==> src/rtl/irq_dispatch_pkg.sv <==
package irq_dispatch_pkg;

  localparam int VEC_W  = 8;
  localparam int DLV_W  = 3;
  localparam int DEST_W = 16;

  localparam logic [11:0]      ADDR_BASE_HI = 12'hFEE;
  localparam logic [DLV_W-1:0] DLV_EXTINT   = 3'b111;

  // Address: base in [31:20], destination index [19:4], mode bit 2
  function automatic logic [31:0] build_addr(input logic [DEST_W-1:0] dest,
                                             input logic dmode);
    return {ADDR_BASE_HI, dest, 1'b0, dmode, 2'b00};
  endfunction

  // Data: trigger bit 15, delivery mode [10:8], vector [7:0]
  function automatic logic [31:0] build_data(input logic [VEC_W-1:0] vec,
                                             input logic [DLV_W-1:0] dlv,
                                             input logic level);
    return {16'h0000, level, 4'h0, dlv, vec};
  endfunction

endpackage

==> src/rtl/irq_route.sv <==
module irq_route #(
  parameter int NUM_PINS = 24
) (
  input  logic [NUM_PINS-1:0] line_i,
  output logic [NUM_PINS-1:0] pin_in_o
);

  for (genvar p = 0; p < NUM_PINS; p++) begin : g_pin
    if (p == 0) begin : g_zero
      assign pin_in_o[p] = 1'b0;
    end else if (p == 2) begin : g_two
      assign pin_in_o[p] = line_i[0] | line_i[2];
    end else begin : g_direct
      assign pin_in_o[p] = line_i[p];
    end
  end

endmodule

==> src/rtl/irq_pend.sv <==
module irq_pend #(
  parameter int NUM_PINS = 24,
  parameter int IDX_W    = $clog2(NUM_PINS)
) (
  input  logic                clk,
  input  logic                rst_n,
  input  logic [NUM_PINS-1:0] pin_in,
  input  logic [NUM_PINS-1:0] ent_level,
  input  logic [NUM_PINS-1:0] ent_mask,
  input  logic [NUM_PINS-1:0] launch_oh,
  input  logic                rirr_clr,
  input  logic [IDX_W-1:0]    rirr_clr_idx,
  output logic [NUM_PINS-1:0] pend_o,
  output logic [NUM_PINS-1:0] rirr_o,
  output logic [NUM_PINS-1:0] new_req_o,
  output logic [NUM_PINS-1:0] edge_set_o
);

  logic [NUM_PINS-1:0] in_q;
  logic [NUM_PINS-1:0] pend_n;
  logic [NUM_PINS-1:0] rirr_n;

  for (genvar p = 0; p < NUM_PINS; p++) begin : g_pin
    logic clr_hit;
    assign clr_hit       = rirr_clr && (rirr_clr_idx == IDX_W'(p));
    assign edge_set_o[p] = pin_in[p] & ~in_q[p] & ~ent_mask[p] & ~ent_level[p];

    always_comb begin
      if (ent_level[p]) begin
        pend_n[p] = pin_in[p];
      end else begin
        pend_n[p] = (pend_o[p] & ~launch_oh[p]) | edge_set_o[p];
      end
      rirr_n[p] = ((rirr_o[p] & ~clr_hit) | (launch_oh[p] & ent_level[p]))
                  & ent_level[p];
    end

    always_ff @(posedge clk) begin
      if (!rst_n) begin
        in_q[p]   <= 1'b0;
        pend_o[p] <= 1'b0;
        rirr_o[p] <= 1'b0;
      end else begin
        in_q[p]   <= pin_in[p];
        pend_o[p] <= pend_n[p];
        rirr_o[p] <= rirr_n[p];
      end
    end
  end

  assign new_req_o = pend_n & ~pend_o;

endmodule

==> src/rtl/irq_pick.sv <==
module irq_pick #(
  parameter int NUM_PINS = 24,
  parameter int IDX_W    = $clog2(NUM_PINS)
) (
  input  logic [NUM_PINS-1:0] elig,
  output logic                found,
  output logic [IDX_W-1:0]    idx,
  output logic [NUM_PINS-1:0] onehot
);

  always_comb begin
    found = 1'b0;
    idx   = '0;
    for (int i = NUM_PINS - 1; i >= 0; i--) begin
      if (elig[i]) begin
        found = 1'b1;
        idx   = IDX_W'(i);
      end
    end
  end

  assign onehot = elig & (~elig + NUM_PINS'(1));

endmodule

==> src/rtl/irq_dispatch.sv <==
module irq_dispatch
  import irq_dispatch_pkg::*;
#(
  parameter int NUM_PINS = 24,
  localparam int IDX_W   = $clog2(NUM_PINS)
) (
  input  logic                       clk,
  input  logic                       rst_n,
  input  logic [NUM_PINS-1:0]        line_i,
  input  logic [NUM_PINS*VEC_W-1:0]  ent_vector,
  input  logic [NUM_PINS*DLV_W-1:0]  ent_dlv,
  input  logic [NUM_PINS-1:0]        ent_dmode,
  input  logic [NUM_PINS*DEST_W-1:0] ent_dest,
  input  logic [NUM_PINS-1:0]        ent_level,
  input  logic [NUM_PINS-1:0]        ent_mask,
  input  logic [VEC_W-1:0]           ext_vector,
  input  logic                       rirr_clr,
  input  logic [IDX_W-1:0]           rirr_clr_idx,
  input  logic                       scan_req,
  output logic                       msg_valid,
  input  logic                       msg_ready,
  output logic [31:0]                msg_addr,
  output logic [31:0]                msg_data,
  output logic [NUM_PINS-1:0]        pend_bits,
  output logic [NUM_PINS-1:0]        rirr_bits
);

  logic [NUM_PINS-1:0] pin_in;
  logic [NUM_PINS-1:0] new_req;
  logic [NUM_PINS-1:0] edge_set;
  logic [NUM_PINS-1:0] elig;
  logic [NUM_PINS-1:0] pick_oh;
  logic [NUM_PINS-1:0] launch_oh;
  logic                found;
  logic [IDX_W-1:0]    pick_idx;
  logic                armed;
  logic                launch;
  logic                arm_evt;

  logic [VEC_W-1:0]    sel_vec;
  logic [DLV_W-1:0]    sel_dlv;
  logic [DEST_W-1:0]   sel_dest;
  logic                sel_dmode;
  logic                sel_level;

  irq_route #(.NUM_PINS(NUM_PINS)) u_route (
    .line_i   (line_i),
    .pin_in_o (pin_in)
  );

  irq_pend #(.NUM_PINS(NUM_PINS), .IDX_W(IDX_W)) u_pend (
    .clk          (clk),
    .rst_n        (rst_n),
    .pin_in       (pin_in),
    .ent_level    (ent_level),
    .ent_mask     (ent_mask),
    .launch_oh    (launch_oh),
    .rirr_clr     (rirr_clr),
    .rirr_clr_idx (rirr_clr_idx),
    .pend_o       (pend_bits),
    .rirr_o       (rirr_bits),
    .new_req_o    (new_req),
    .edge_set_o   (edge_set)
  );

  // Eligible: pending, unmasked, and (edge or remote-IRR clear)
  assign elig = pend_bits & ~ent_mask & (~ent_level | ~rirr_bits);

  irq_pick #(.NUM_PINS(NUM_PINS), .IDX_W(IDX_W)) u_pick (
    .elig   (elig),
    .found  (found),
    .idx    (pick_idx),
    .onehot (pick_oh)
  );

  assign launch    = armed & ~msg_valid & found;
  assign launch_oh = launch ? pick_oh : '0;
  assign arm_evt   = (|new_req) | rirr_clr | scan_req;

  always_comb begin
    sel_vec   = ent_vector[int'(pick_idx)*VEC_W +: VEC_W];
    sel_dlv   = ent_dlv[int'(pick_idx)*DLV_W +: DLV_W];
    sel_dest  = ent_dest[int'(pick_idx)*DEST_W +: DEST_W];
    sel_dmode = ent_dmode[pick_idx];
    sel_level = ent_level[pick_idx];
    if (sel_dlv == DLV_EXTINT) begin
      sel_vec = ext_vector;
    end
  end

  always_ff @(posedge clk) begin
    if (!rst_n) begin
      armed <= 1'b0;
    end else if (arm_evt) begin
      armed <= 1'b1;
    end else if (!msg_valid && !found) begin
      armed <= 1'b0;
    end
  end

  always_ff @(posedge clk) begin
    if (!rst_n) begin
      msg_valid <= 1'b0;
      msg_addr  <= '0;
      msg_data  <= '0;
    end else if (launch) begin
      msg_valid <= 1'b1;
      msg_addr  <= build_addr(sel_dest, sel_dmode);
      msg_data  <= build_data(sel_vec, sel_dlv, sel_level);
    end else if (msg_ready) begin
      msg_valid <= 1'b0;
    end
  end

endmodule

==> config.mk <==
export PLATFORM = sky130hd
export DESIGN_NAME = irq_dispatch
export DESIGN_NICKNAME = d
export VERILOG_FILES = /design/src/rtl/irq_dispatch_pkg.sv /design/src/rtl/irq_route.sv /design/src/rtl/irq_pend.sv /design/src/rtl/irq_pick.sv /design/src/rtl/irq_dispatch.sv
export SDC_FILE = /design/constraint.sdc
export NUM_CORES = 1
export LEC_CHECK = 0
export BUFFER_PORTS_ARGS = -buffer_cell sky130_fd_sc_hd__buf_4
export CAP_MARGIN = 20
export CORE_AREA = 3 3 344 346
export CTS_CLUSTER_DIAMETER = 60
export DETAILED_ROUTE_END_ITERATION = 7
export DIE_AREA = 0 0 347 349
export GPL_TIMING_DRIVEN = 0
export PLACE_DENSITY = 0.33
export SYNTH_ARGS = -nofsm -noshare
export SYNTH_HDL_FRONTEND = slang
export SYNTH_HIERARCHICAL = 1
export SYNTH_SLANG_ARGS = --single-unit
==> constraint.sdc <==
create_clock -name clk -period 5.7 [get_ports clk]
set_clock_uncertainty 0.05 [all_clocks]
set_input_delay 0.57 -clock clk [delete_from_list [all_inputs] [get_ports clk]]
set_output_delay 0.57 -clock clk [all_outputs]
set_load 0.02 [all_outputs]
==> run summary <==
The final hold violation count is 0. The first global-routing pass estimated 130000 um of wire. The post-synthesis instance area is 11600 sq um. The buffers plus inverters on the worst setup path is 5.

The HPWL after detailed placement is 88100 um. Yosys printed 6 warnings. The cell count after synthesis came out at 1106.

The total wire length is 101000 um. The critical path goes through inv_1 > a211oi_2 > nor2_1 > a221oi_1 > o21ai_1 > a311oi_2 > buf_6 > buf_6 > buf_6 > buf_2 > mux4_2 > mux2_2 > o211ai_1 > a21oi_1. Power spread over the standard cell area amounts to 225 nW/um^2. The boundary pin count is 875. The maximum number of buffers from clock root to sink came out at 2. Across all layers, the routed design uses 13739 vias. The dominant cell type by count on the critical path is sky130_fd_sc_hd__buf_6. The startpoint class of the critical path is a register. The data required time of the worst path came out at 5.89 ns. The initial antenna violation count is 22. The via count of the first global-routing pass was 14712. STA classifies the critical path endpoint as a register. The detailed-route DRC error count is 0.

The congestion estimate from routability-driven global placement came to 0.917. The DRC violation total after the first TritonRoute iteration is 1076. The minimum setup slack among reg-to-reg paths came out at 0.29 ns. The worst setup path is of the register to register kind. The critical-path maximum fanout came out at 10. The aggregate global-route resource usage came out at 15.7%. The number of failing setup endpoints in the final timing report came out at 0.

Among cell families on the critical path, the largest total delay comes from compound AO/OA/AOI/OAI gates. The overall die area came out at 121000 sq um. The width of the chip came out at 347 um. The number of nets with antenna violations after detailed routing is 0.

Compared with the post-synthesis result, the final layout area differs by 75.0%. After clock tree synthesis, the flow added hold-fix buffers numbering 0. The flow ran to the end, and the final reports show no timing, DRC or antenna violations. After clock tree synthesis, the clock-pin slew on the worst setup and hold paths is 0.10 ns. In this run the clock root is driven by a sky130_fd_sc_hd__clkbuf_16. The per-cell via count in the routed design came out at 3.91. Setup slack on the critical path of the routed design comes to 0.291 ns. The site row count came out at 125. The count of buffers inserted at the top-level ports came out at 827. The worst slew margin relative to its limit is 23.9%. The achievable frequency came out at 185 MHz.

The final-report max-slew violation count came out at 0. On the critical path, the stage with the largest delay is an instance of sky130_fd_sc_hd__o211ai_1. After global routing the overflow that remains totals 0. At the placement stage, the worst setup path has a slack of -0.673 ns. TritonCTS built the clock tree.

The worst path in the final design needs a cycle of 5.41 ns, including I/O delays and setup. The wire length per cell came out at 28.6 um. The final core utilization is 17.5%. The layout filler cell count is 12995.

The number of levels the H-tree was split into came out at 3. For this configuration, the core starts out at a cell density of 10.0%. The CTS sink count came out at 104.

The net count of the finished layout is 2738. The area of the placeable core is 116000 sq um. The area used by multi-input combinational logic came out at 8440 sq um. At the worst endpoint, the arrival time is 5.60 ns.

For this run, the slowest stage of the critical path takes 0.77 ns. Setup repair after global routing could not meet its margin everywhere. The maximum ir drop on the vdd rail came out at 0.152 mV. The static leakage came out at 8.50 nW. Max-cap violations in this run came to 0. The first-pass iteration count of the detailed router came out at 6. Hold is met by 0.317 ns. The vertical extent of the die came out at 349 um.

After layout, the worst path uses 94.9% of the clock period. The insertion delay to the later sink of the worst-skew pair is 0.41 ns. The accumulated negative setup slack came out at 0 ns. The area of all sequential standard cells came out at 2080 sq um. The number of buffers inserted during clock tree synthesis is 9. Entering global routing, the biggest net connects 20 pins. For the pin with the worst max-slew slack, the measured transition is 1.14 ns.

In this run the worst hold path is classified as input pin to register. Of the cells placed in the final design, the portion with a size suffix greater than 1 is 62.6%. The synthesized area divided by synthesized cell count came out at 10.5 sq um.
layer usage:
metal,vias up,routed length [um],part of all wire [%],global-route usage [%]
li1,6057,-,-,-
met1,6919,41600,41,19.7
met2,712,49500,49,27.4
met3,41,8390,8.3,4.52
met4,10,1030,1.0,2.12
met5,-,64,0.064,0
placed cells by master, fill, tap and decap left out, types with 4 or more instances in the layout:
cell and count:
sky130_fd_sc_hd__buf_6 11, sky130_fd_sc_hd__o211ai_2 4, sky130_fd_sc_hd__a221oi_1 9, sky130_fd_sc_hd__o211a_1 4
sky130_fd_sc_hd__diode_2 11, sky130_fd_sc_hd__a41oi_2 6, sky130_fd_sc_hd__mux2_2 46, sky130_fd_sc_hd__nand2_1 75
sky130_fd_sc_hd__nor3b_1 41, sky130_fd_sc_hd__o21ba_2 24, sky130_fd_sc_hd__inv_1 60, sky130_fd_sc_hd__clkbuf_1 27
sky130_fd_sc_hd__mux4_2 163, sky130_fd_sc_hd__nand4_1 5, sky130_fd_sc_hd__buf_1 11, sky130_fd_sc_hd__clkbuf_16 9
sky130_fd_sc_hd__a21oi_1 59, sky130_fd_sc_hd__nor4_1 11, sky130_fd_sc_hd__or3_1 10, sky130_fd_sc_hd__nand3_1 19
sky130_fd_sc_hd__o21ai_0 50, sky130_fd_sc_hd__nor2_1 16, sky130_fd_sc_hd__buf_4 901, sky130_fd_sc_hd__buf_2 23
sky130_fd_sc_hd__a22oi_1 8, sky130_fd_sc_hd__a211oi_2 9, sky130_fd_sc_hd__conb_1 26, sky130_fd_sc_hd__dfxtp_1 104
sky130_fd_sc_hd__and2_1 29, sky130_fd_sc_hd__o21ai_1 6, sky130_fd_sc_hd__nor3_1 10, sky130_fd_sc_hd__nor2b_1 4
sky130_fd_sc_hd__mux2i_1 42, sky130_fd_sc_hd__nand4bb_1 23, sky130_fd_sc_hd__a211oi_1 16, sky130_fd_sc_hd__o211ai_1 44
sequential cells by signal, indices dropped and copies added, names as in the netlist:
signal,flops
u_pend/in_q,24
msg_addr,18
msg_data,12
armed,1
u_pend/rirr_o,24
u_pend/pend_o,24
msg_valid,1
power breakdown:
part	switching (mW)	total, mW	internal, mW	leakage [nW]
clock network	0.388	0.698	0.310	0.144
logic	1.65	3.03	1.38	7.50
registers	0.0453	0.835	0.789	0.858
total	2.08	4.56	2.48	8.50
path summary, 6_finish.rpt:
| kind | cells past startpoint | from | end |
|---|---|---|---|
| worst max-delay path | 14 | u_pend/pend_o[21] | msg_addr[8] |
| worst min-delay path | 3 | line_i[4] | u_pend/in_q[4] |
| worst max register to register | 14 | u_pend/pend_o[21] | msg_addr[8] |
| worst min register to register | 2 | msg_data[5] | msg_data[5] |
per-stage QoR:
step	instance area, sq um	power [mW]	cells
final	20300	4.56	3516
after global routing	20300	4.85	3508
after CTS	20200	4.71	3503
after detailed placement	19900	3.96	3487
after global placement	19800	3.93	3481
after floorplan	11700	2.40	1130
cell type report:
cell class / instances / share of cell area (%)
multi-input combinational: 817 / 41.6
timing repair buffer: 835 / 31.1
sequential: 104 / 10.3
tap: 1524 / 9.40
buffer: 148 / 4.92
clock buffer: 10 / 1.13
inverter: 61 / 1.13
clock inverter: 6 / 0.302
antenna: 11 / 0.136
tightest hold or removal path: stages:
cell	delay, ns
sky130_fd_sc_hd__buf_4	0.08
sky130_fd_sc_hd__nand2_1	0.06
sky130_fd_sc_hd__inv_1	0.05
timing repair:
| item | CTS | global route |
|---|---|---|
| endpoints found under the hold margin | 0 | 0 |
| pin swaps | 1 | 1 |
| setup endpoints to repair | 19 | 2 |
| buffers inserted | 0 | 0 |
| resized for setup | 13 | 4 |
Note: power is estimated with default switching activity, not from simulation.
